$ cat src/rtl/ffc_pkg.sv
package ffc_pkg;
  localparam int REG_W = 32;
  localparam int CNT_W = 16;

  localparam logic [7:0] OFS_CTRL  = 8'h00;
  localparam logic [7:0] OFS_GEOM  = 8'h10;
  localparam logic [7:0] OFS_NEXT  = 8'h20;
  localparam logic [7:0] OFS_CUR   = 8'h30;
  localparam logic [7:0] ALIAS_SET = 8'h04;
  localparam logic [7:0] ALIAS_CLR = 8'h08;

  localparam int CB_EN    = 0;
  localparam int CB_FLUSH = 1;
  localparam int CB_WIDE  = 2;
  localparam int CB_RUN   = 3;

  // words in one line: wide pixels are one word each, narrow pixels pack two per word
  function automatic logic [CNT_W-1:0] words_per_line(input logic [CNT_W-1:0] pix,
                                                      input logic wide);
    return wide ? pix : ((pix >> 1) + {{(CNT_W-1){1'b0}}, pix[0]});
  endfunction
endpackage

$ cat src/rtl/ffc_regs.sv
module ffc_regs
  import ffc_pkg::*;
#(
  parameter int ADDR_W = 32
) (
  input  logic              clk,
  input  logic              rst_n,
  input  logic              wr,
  input  logic [7:0]        addr,
  input  logic [REG_W-1:0]  wdata,
  output logic [REG_W-1:0]  rdata,
  input  logic              running,
  input  logic [ADDR_W-1:0] cur_base,
  output logic              en,
  output logic              wide,
  output logic              flush,
  output logic [CNT_W-1:0]  pix_cnt,
  output logic [CNT_W-1:0]  line_cnt,
  output logic [ADDR_W-1:0] next_base
);
  logic [2:0]       ctrl_now, ctrl_new;
  logic [REG_W-1:0] geom_q;

  assign ctrl_now = {wide, 1'b0, en};

  always_comb begin
    ctrl_new = ctrl_now;
    if (wr) begin
      case (addr)
        OFS_CTRL:             ctrl_new = wdata[2:0];
        OFS_CTRL | ALIAS_SET: ctrl_new = ctrl_now | wdata[2:0];
        OFS_CTRL | ALIAS_CLR: ctrl_new = ctrl_now & ~wdata[2:0];
        default:              ctrl_new = ctrl_now;
      endcase
    end
  end

  always_ff @(posedge clk or negedge rst_n) begin
    if (!rst_n) begin
      en        <= 1'b0;
      wide      <= 1'b0;
      flush     <= 1'b0;
      geom_q    <= '0;
      next_base <= '0;
    end else begin
      en    <= ctrl_new[CB_EN];
      wide  <= ctrl_new[CB_WIDE];
      flush <= ctrl_new[CB_FLUSH];
      if (wr && addr == OFS_GEOM) geom_q <= wdata;
      if (wr && addr == OFS_NEXT) next_base <= wdata[ADDR_W-1:0];
    end
  end

  assign line_cnt = geom_q[31:16];
  assign pix_cnt  = geom_q[15:0];

  always_comb begin
    rdata = '0;
    case (addr)
      OFS_CTRL: begin
        rdata[CB_EN]   = en;
        rdata[CB_WIDE] = wide;
        rdata[CB_RUN]  = running;
      end
      OFS_GEOM: rdata = geom_q;
      OFS_NEXT: rdata = REG_W'(next_base);
      OFS_CUR:  rdata = REG_W'(cur_base);
      default:  rdata = '0;
    endcase
  end

  // the set alias ORs the enable bit in
  p_set_alias_r5: assert property (@(posedge clk) disable iff (!rst_n)
    (wr && addr == (OFS_CTRL | ALIAS_SET) && wdata[CB_EN]) |=> en);
endmodule

$ cat src/rtl/ffc_fifo.sv
module ffc_fifo #(
  parameter int W     = 32,
  parameter int DEPTH = 4
) (
  input  logic         clk,
  input  logic         rst_n,
  input  logic         clear,
  input  logic         push,
  input  logic [W-1:0] din,
  input  logic         pop,
  output logic [W-1:0] dout,
  output logic         empty,
  output logic         room
);
  localparam int PTR_W = (DEPTH > 1) ? $clog2(DEPTH) : 1;
  localparam int CNT_W = $clog2(DEPTH + 1);

  logic [W-1:0]     mem [DEPTH];
  logic [PTR_W-1:0] wptr, rptr;
  logic [CNT_W-1:0] count;
  logic             do_push, do_pop;

  assign empty   = (count == '0);
  assign room    = (count < CNT_W'(DEPTH));
  assign do_push = push && !clear;
  assign do_pop  = pop && !empty && !clear;
  assign dout    = mem[rptr];

  always_ff @(posedge clk or negedge rst_n) begin
    if (!rst_n) begin
      wptr  <= '0;
      rptr  <= '0;
      count <= '0;
    end else if (clear) begin
      wptr  <= '0;
      rptr  <= '0;
      count <= '0;
    end else begin
      if (do_push) wptr <= (wptr == PTR_W'(DEPTH-1)) ? '0 : wptr + 1'b1;
      if (do_pop)  rptr <= (rptr == PTR_W'(DEPTH-1)) ? '0 : rptr + 1'b1;
      count <= count + CNT_W'(do_push) - CNT_W'(do_pop);
    end
  end

  always_ff @(posedge clk) begin
    if (do_push) mem[wptr] <= din;
  end

  // a word never arrives when there is no free slot
  p_no_overflow_r6: assert property (@(posedge clk) disable iff (!rst_n)
    do_push |-> (count < CNT_W'(DEPTH)));
  // a flush leaves the FIFO empty
  p_flush_empty_r8: assert property (@(posedge clk) disable iff (!rst_n)
    clear |=> empty);
endmodule

$ cat src/rtl/ffc_seq.sv
module ffc_seq
  import ffc_pkg::*;
#(
  parameter int ADDR_W = 32
) (
  input  logic              clk,
  input  logic              rst_n,
  input  logic              en,
  input  logic              wide,
  input  logic              flush,
  input  logic [CNT_W-1:0]  pix_cnt,
  input  logic [CNT_W-1:0]  line_cnt,
  input  logic [ADDR_W-1:0] next_base,
  input  logic              fifo_room,
  input  logic              fifo_empty,
  input  logic              mem_ack,
  output logic              mem_req,
  output logic [ADDR_W-1:0] mem_addr,
  output logic [ADDR_W-1:0] cur_base,
  output logic              running,
  output logic              push,
  output logic              frame_evt
);
  logic [CNT_W-1:0] wpl, wcnt, lcnt;
  logic             drop_q;
  logic             accept, start, wrap, issue, stop_ok, last_word, last_line;

  assign wpl       = words_per_line(pix_cnt, wide);
  assign last_word = ({1'b0, wcnt} + 1'b1) >= {1'b0, wpl};
  assign last_line = ({1'b0, lcnt} + 1'b1) >= {1'b0, line_cnt};
  assign accept    = mem_req && mem_ack;
  assign start     = !running && en;
  assign wrap      = accept && last_word && last_line;
  assign frame_evt = start || wrap;
  assign issue     = running && en && !mem_req && !flush && fifo_room;
  assign stop_ok   = running && !en && !mem_req && fifo_empty;
  assign push      = accept && !drop_q && !flush;

  always_ff @(posedge clk or negedge rst_n) begin
    if (!rst_n) begin
      running  <= 1'b0;
      mem_req  <= 1'b0;
      mem_addr <= '0;
      cur_base <= '0;
      wcnt     <= '0;
      lcnt     <= '0;
      drop_q   <= 1'b0;
    end else begin
      if (start) begin
        running  <= 1'b1;
        cur_base <= next_base;
        mem_addr <= next_base;
        wcnt     <= '0;
        lcnt     <= '0;
      end else if (stop_ok) begin
        running <= 1'b0;
      end

      if (issue)       mem_req <= 1'b1;
      else if (accept) mem_req <= 1'b0;

      if (accept) begin
        if (last_word) begin
          wcnt <= '0;
          if (last_line) begin
            lcnt     <= '0;
            mem_addr <= next_base;
            cur_base <= next_base;
          end else begin
            lcnt     <= lcnt + 1'b1;
            mem_addr <= mem_addr + ADDR_W'(4);
          end
        end else begin
          wcnt     <= wcnt + 1'b1;
          mem_addr <= mem_addr + ADDR_W'(4);
        end
      end

      if (flush && mem_req && !mem_ack) drop_q <= 1'b1;
      else if (accept)                  drop_q <= 1'b0;
    end
  end

  // request and address hold until acknowledged
  p_req_hold_r6: assert property (@(posedge clk) disable iff (!rst_n)
    (mem_req && !mem_ack) |=> (mem_req && $stable(mem_addr)));
  // a request only starts while enabled
  p_req_needs_en_r7: assert property (@(posedge clk) disable iff (!rst_n)
    $rose(mem_req) |-> $past(en));
  // running cannot fall while data remains
  p_run_drain_r7: assert property (@(posedge clk) disable iff (!rst_n)
    (running && (!fifo_empty || mem_req)) |=> running);
  // the active base moves only on a frame event
  p_base_at_sync_r4: assert property (@(posedge clk) disable iff (!rst_n)
    !$stable(cur_base) |-> $past(frame_evt));
endmodule

$ cat src/rtl/frame_fetch_ctrl.sv
module frame_fetch_ctrl
  import ffc_pkg::*;
#(
  parameter int ADDR_W     = 32,
  parameter int DATA_W     = 32,
  parameter int FIFO_DEPTH = 4
) (
  input  logic              clk,
  input  logic              rst_n,
  input  logic              reg_wr,
  input  logic [7:0]        reg_addr,
  input  logic [31:0]       reg_wdata,
  output logic [31:0]       reg_rdata,
  output logic              mem_req,
  output logic [ADDR_W-1:0] mem_addr,
  input  logic              mem_ack,
  input  logic [DATA_W-1:0] mem_rdata,
  output logic              pix_valid,
  output logic [DATA_W-1:0] pix_data,
  input  logic              pix_ready,
  output logic              running,
  output logic              frame_sync
);
  logic              en, wide, flush, push, fifo_empty, fifo_room;
  logic [CNT_W-1:0]  pix_cnt, line_cnt;
  logic [ADDR_W-1:0] next_base, cur_base;

  ffc_regs #(.ADDR_W(ADDR_W)) u_regs (
    .clk(clk), .rst_n(rst_n), .wr(reg_wr), .addr(reg_addr), .wdata(reg_wdata),
    .rdata(reg_rdata), .running(running), .cur_base(cur_base), .en(en),
    .wide(wide), .flush(flush), .pix_cnt(pix_cnt), .line_cnt(line_cnt),
    .next_base(next_base)
  );

  ffc_seq #(.ADDR_W(ADDR_W)) u_seq (
    .clk(clk), .rst_n(rst_n), .en(en), .wide(wide), .flush(flush),
    .pix_cnt(pix_cnt), .line_cnt(line_cnt), .next_base(next_base),
    .fifo_room(fifo_room), .fifo_empty(fifo_empty), .mem_ack(mem_ack),
    .mem_req(mem_req), .mem_addr(mem_addr), .cur_base(cur_base),
    .running(running), .push(push), .frame_evt(frame_sync)
  );

  ffc_fifo #(.W(DATA_W), .DEPTH(FIFO_DEPTH)) u_fifo (
    .clk(clk), .rst_n(rst_n), .clear(flush), .push(push), .din(mem_rdata),
    .pop(pix_ready), .dout(pix_data), .empty(fifo_empty), .room(fifo_room)
  );

  assign pix_valid = !fifo_empty;
endmodule

$ cat config.mk
export PLATFORM = sky130hd
export DESIGN_NAME = frame_fetch_ctrl
export DESIGN_NICKNAME = d
export VERILOG_FILES = /design/src/rtl/ffc_pkg.sv /design/src/rtl/ffc_regs.sv /design/src/rtl/ffc_fifo.sv /design/src/rtl/ffc_seq.sv /design/src/rtl/frame_fetch_ctrl.sv
export SDC_FILE = /design/constraint.sdc
export NUM_CORES = 1
export LEC_CHECK = 0
export CAP_MARGIN = 20
export CORE_MARGIN = 4
export CORE_UTILIZATION = 39
export DETAILED_ROUTE_END_ITERATION = 10
export DONT_BUFFER_PORTS = 1
export PLACE_DENSITY = 0.5
export SETUP_SLACK_MARGIN = 0.1
export SYNTH_ARGS = -nofsm -noshare
export SYNTH_HDL_FRONTEND = slang
export SYNTH_SLANG_ARGS = --single-unit
$ cat constraint.sdc
create_clock -name clk -period 4.8 [get_ports clk]
set_input_delay 0.24 -clock clk [delete_from_list [all_inputs] [get_ports clk]]
set_output_delay 0.24 -clock clk [all_outputs]
set_load 0.01 [all_outputs]
# Word-level counts from Yosys, hierarchy flattened
# Memories as Yosys holds them, arrays and structs flattened.
# Cells that the tools add are included.
dict set report word_totals {
  reg_bits 173
  mem_bits_rw 128
  in_bits 77
  out_inout_bits 100
  elab_cells 113
  n_memories 1
}
dict set report classes {
  n_addsub 10
  n_lt_le_gt_ge 3
  eq_ne 7
  muxes 36
  bitwise 3
  n_reduce_logical 38
}
# memory words word_bits read_ports rd_ports_with_merged_regs write_ports line
set memory_table {}
lappend memory_table {u_fifo.mem 4 32 1 0 1 ffc_fifo.sv:18} ;# logic [W-1:0] mem [DEPTH];
# cell n
set op_table {}
lappend op_table {{$mux W32} 8}
lappend op_table {{$mux W16} 8}
lappend op_table {{$pmux W28 S3} 1}
lappend op_table {{$add A16 B1 Y17 const B} 2}
lappend op_table {{$ge A17 B16 Y1} 2}
lappend op_table {{$add A16 B1 Y16 const B} 2}
lappend op_table {{$add A32 B3 Y32 const B} 1}
lappend op_table {{$logic_and A1 B1 Y1} 20}
lappend op_table {{$add A15 B1 Y16} 1}
lappend op_table {{$eq A8 B6 Y1 const B} 2}
lappend op_table {{$mux W2} 7}
lappend op_table {{$reduce_bool A2 Y1} 6}
lappend op_table {{$pmux W3 S3} 1}
lappend op_table {{$eq A8 B3 Y1 const B} 1}
lappend op_table {{$eq A8 B4 Y1 const B} 1}
lappend op_table {{$eq A8 B5 Y1 const B} 1}
lappend op_table {{$logic_not A8 Y1} 1}
lappend op_table {{$pmux W2 S4} 1}
lappend op_table {{$logic_not A1 Y1} 7}
lappend op_table {{$mux W1} 7}
lappend op_table {{$add A2 B1 Y2 const B} 2}
lappend op_table {{$eq A2 B2 Y1 const B} 2}
lappend op_table {{$pmux W1 S4} 1}
lappend op_table {{$add A3 B1 Y3} 1}
lappend op_table {{11 further kinds} 11}

# Longest topological paths before layout
dict set report logic_depth {
  ltp_word 7
  mapped_depth 18
}

# Cells and area by module
# A second synthesis with hierarchy kept.
dict set report unflattened {
  hier_cells 1156
  hier_area_um2 15133.3
}
# mod instances cells_per_inst area_per_inst_um2 seq_area_each_um2
set by_module_without_submodules {}
lappend by_module_without_submodules {ffc_seq 1 680 6414.9 2477.4}
lappend by_module_without_submodules {ffc_fifo 1 213 5118.7 4018.9}
lappend by_module_without_submodules {ffc_regs 1 262 3595.9 1676.6}
lappend by_module_without_submodules {frame_fetch_ctrl 1 1 3.8 0.0}

# Least setup slack after synthesis
# Ideal clock, no wire load.
dict set report synth_timing {
  kind {flip-flop to flip-flop}
  startpoint {register u_seq.lcnt[0]}
  endpoint {register u_seq.cur_base[22]}
  setup_time_ns 0.125
  arrival_ns 3.527
  path_slack_ns 1.148
  path_stages_with_launch 17
  synth_period_minus_slack_ns 3.652
  cell_sequence {dfrtp_1 > ha_1 > and4_4 > and4_1 > buf_2 > nand3_1 > inv_1 > and3_1 > xor2_1 > ha_1 > nand3_1 > a211o_1 > a21oi_1 > nor2_1 > o21ai_2 > buf_6 > mux2_2}
}
dict set report synth_via {
  elab_chain_cells 5
}
# element line
set synth_lines {}
lappend synth_lines {{start, declared} ffc_seq.sv:24} ;# logic [CNT_W-1:0] wpl, wcnt, lcnt;
lappend synth_lines {{start signal, assigned} ffc_seq.sv:70} ;# lcnt <= lcnt + 1'b1;
lappend synth_lines {{$add A16 B1 Y17} ffc_seq.sv:30} ;# assign last_line = ({1'b0, lcnt} + 1'b1) >= {1'b0, line_cnt};
lappend synth_lines {{$ge A17 B16 Y1} ffc_seq.sv:30}
lappend synth_lines {{$mux W32} ffc_seq.sv:65} ;# if (last_line) begin
lappend synth_lines {{$mux W32} ffc_seq.sv:63} ;# if (last_word) begin
lappend synth_lines {{$mux W32} ffc_seq.sv:62} ;# if (accept) begin
lappend synth_lines {{end signal, assigned} ffc_seq.sv:51} ;# cur_base <= next_base;
lappend synth_lines {{end signal, assigned} ffc_seq.sv:68} ;# cur_base <= next_base;
lappend synth_lines {{end, declared} ffc_seq.sv:19} ;# output logic [ADDR_W-1:0] cur_base,
# No other way between the ends.
# A chain may end at the register's enable or synchronous reset.

# Final worst setup path
dict set report layout_timing {
  startpoint {register u_regs.geom_q[0]}
  endpoint {output port frame_sync}
}
dict set report layout_via {
  elab_chain_cells 6
}
# element line
set layout_lines {}
lappend layout_lines {{start, declared} ffc_regs.sv:22} ;# logic [REG_W-1:0] geom_q;
lappend layout_lines {{start signal, assigned} ffc_regs.sv:49} ;# if (wr && addr == OFS_GEOM) geom_q <= wdata;
lappend layout_lines {{$add A15 B1 Y16} ffc_pkg.sv:20} ;# return wide ? pix : ((pix >> 1) + {{(CNT_W-1){1'b0}}, pix[0]});
lappend layout_lines {{$mux W16 (*)} ffc_pkg.sv:20}
lappend layout_lines {{$ge A17 B16 Y1 (*)} ffc_seq.sv:29} ;# assign last_word = ({1'b0, wcnt} + 1'b1) >= {1'b0, wpl};
lappend layout_lines {{$logic_and A1 B1 Y1 (*) (2 in a row)} ffc_seq.sv:33} ;# assign wrap = accept && last_word && last_line;
lappend layout_lines {{$logic_or A1 B1 Y1 (*)} ffc_seq.sv:34} ;# assign frame_evt = start || wrap;
lappend layout_lines {{end, declared} frame_fetch_ctrl.sv:22} ;# output logic frame_sync
# Mark *: on every way between the ends. The rest lies on a longest branch, timed or not.

==> metrics.cfg <==
[outcome]
status=finished, final reports clean

[worst_setup_path]
start_kind=flip-flop
end_kind=output port
critPathMaxFanout=33
rr_worst_depth=16
worstPathArrival_ns=4.07
worstPathRequired_ns=4.56
worst-r2r-setup-slack_ns=0.77
path_class=flip-flop to output port

[routing]
drt-total-wl_mm=37.8
wire_per_inst_um=21.5
drtIter0Drc=586
firstDrtPassIters=5
via_count=9640
viasPerCell=5.50
drc=0
ant_nets=0

[sta]
fin_worst_skew_ns=0.0201
setup_viol=0
max_freq_mhz=232
drv_slew=0
period_needed_ns=4.31
max_slew_margin=0.428
post-route-period-util=0.898
tns_ns=0
tightest_slew_ns=0.859
hold_viol=0
grt_setup_unrepaired=false

[floorplanning]
rows=70
dieArea_um2=41000
ios=177
dieWidth_um=202
die_h_um=202
fp.coreArea_um2=37000
initial_utilization=0.399

[cells_and_area]
design_area_um2=17200
postLayoutCoreUtil=0.465
layout-drive-gt1-share=0.202
syn_to_final_growth_pct=16.5
fin_nets=1346
antenna_cells=0

[grt]
grt_pass1_vias=9828
grt_util_all_layers=0.183
grt_overflow=0
antenna_found_initial=0
grt_max_degree=174
grt_pass1_wl_mm=59.4

[yosys]
synth_async_sr_flop_share=0.575
synth.most_common_cell=dfrtp_1
synth_edf_count=128
synth_area_um2=14800
synth_cell_types=71
yosys-top-cells-area=dfrtp_1 (29%), edfxtp_1 (26%), mux2_2 (8.6%)
synthTopCellsByCount=dfrtp_1 (173), edfxtp_1 (128), mux2_2 (113)
synth-seq-cells=301
synth_nets=1280
avgSynthCellArea_um2=12.7
synthCells=1158
synth_seq_area_share=0.554
netlist.area_leader.share=0.293
ys.flop_type=dfrtp_1
synth_top_cell_by_area=dfrtp_1
ys_warn_count=0

[min_path]
hold_path.class=primary input to flip-flop
hold_path_depth=2

[placed_design]
portBuffers=0
dp_hpwl_mm=24.8
place_area_um2=15300
globalplace.congestion=0.805

[clock_network]
clk_pin_slew_ns=0.06
postCtsSetupBuffers=0
ctsLongestPathBuffers=3
numCtsBuffers=36
root_buffer=clkbuf_16
cts_sinks=301
clk_latency_ns=0.54
cts_max_level=2
cts_tree=done

[pwr]
powerDensity_nw_per_um2=403
cellLeakagePower_uw=0.00698
ir_worst_vdd_v=0.000305

[job]
cap_violations=0

-- report_power, final --
part / leakage (µW) / internal (µW) / total (µW) / switching (µW)
registers: 0.00353 / 2850 / 3070 / 228
clock network: 0.000554 / 1560 / 2650 / 1090
logic: 0.00290 / 553 / 1200 / 645
-- layout make-up --
class	count	area, µm²
clock buffers	46	978
clock inverters	17	171
fillers	3439	19800
inverters	41	154
multi-input cells	754	6180
flip-flops and latches	301	8170
well taps	504	631
repair buffers	90	908
-- path summary, 6_finish.rpt --
| check | startpoint | endpoint |
|---|---|---|
| hold / removal | reg_wr | u_regs.next_base[2] |
| setup / recovery | u_regs.geom_q[0] | frame_sync |
| setup reg to reg | u_regs.geom_q[0] | u_seq.mem_addr[3] |
| hold reg to reg | u_seq.cur_base[7] | u_seq.cur_base[7] |
| max in group asynchronous | rst_n | u_fifo.rptr[0] |
| min in group asynchronous | rst_n | u_regs.next_base[15] |
-- per-layer routing --
metal,track usage,vias to the layer above,wire (µm)
li1,-,4499,-
met4,0.0436,0,550
met1,0.250,4886,17100
met3,0.0481,38,2290
met5,0,-,0
met2,0.294,217,17800
-- flip-flops by register name, indices dropped and copies added (netlist names) --
register,flops
u_fifo.mem,128
u_regs.geom_q,32
u_regs.next_base,32
u_seq.cur_base,32
u_seq.mem_addr,32
u_seq.lcnt,16
u_seq.wcnt,16
u_fifo.count,3
u_fifo.rptr,2
u_fifo.wptr,2
u_regs.en,1
u_regs.flush,1
u_regs.wide,1
u_seq.drop_q,1
u_seq.mem_req,1
u_seq.running,1
-- stage by stage --
step | hold WS, ns | std cells | worst slack [ns] | total power [µW]
after detailed placement | -0.0498 | 1619 | 0.636 | 4250
final | 0.0181 | 1753 | 0.491 | 6930
after CTS | 0.00779 | 1753 | 0.253 | 7060
after global routing | 0.0230 | 1753 | 0.122 | 7280
after floorplan | -0.0556 | 1158 | 1.15 | 3950
after global placement | -0.0479 | 1619 | 0.685 | 4240
-- timing repair --
item | 4_1_cts | 5_1_grt
resized for setup | 0 | 2
endpoints found under the setup margin | 0 | 1
hold buffers | 71 | 0
endpoints found under the hold margin | 372 | 0
-- logic make-up (layout without fill, tap and decap cells) --
family | count (synthesis) | in the layout | synth area share
buf+inv | 103 | 194 | 0.0301
mux | 155 | 155 | 0.144
simple gates | 297 | 297 | 0.104
fa+ha+maj | 45 | 45 | 0.0387
xor+xnor | 31 | 31 | 0.0184
compound gates | 226 | 226 | 0.110
flops | 301 | 301 | 0.554
-- placed cells by master (no fill, tap or decap), types with 4 or more instances in the layout --
master / count
a221o_1: 27
a22oi_1: 29
mux4_2: 35
or3_1: 11
mux2_2: 113
clkbuf_16: 36
a31oi_1: 8
and2_1: 18
o21ai_0: 48
nand3_1: 31
a21o_1: 6
ha_1: 44
clkinv_2: 5
edfxtp_1: 128
mux2i_1: 7
xnor2_1: 17
inv_1: 41
nand2b_1: 11
a22o_1: 18
buf_4: 16
nand2_1: 78
clkinvlp_4: 4
nor2b_1: 5
nor2_1: 66
nand4_1: 16
and4_1: 5
and3_1: 12
nor3_1: 6
dfrtp_1: 172
dlygate4sd3_1: 70
xor2_1: 14
or2_2: 9
a21oi_1: 41
clkbuf_8: 4
a2bb2oi_1: 19
o22a_1: 8
clkbuf_1: 6
-- worst max-delay path, stage by stage, from the launching register on --
cell and delay, ns:
dfrtp_1 0.40, ha_1 0.21, nand3_1 0.15, nor3_1 0.22
nand3_1 0.18, nor3_1 0.32, mux2i_1 0.22, a21oi_1 0.09
ha_1 0.30, and4_1 0.20, nand4_1 0.14, nand3b_1 0.21
o21ai_1 0.25, o21ai_2 0.16, o21ai_4 0.19, buf_12 0.27
No activity file was read; power rests on OpenSTA's default activity.
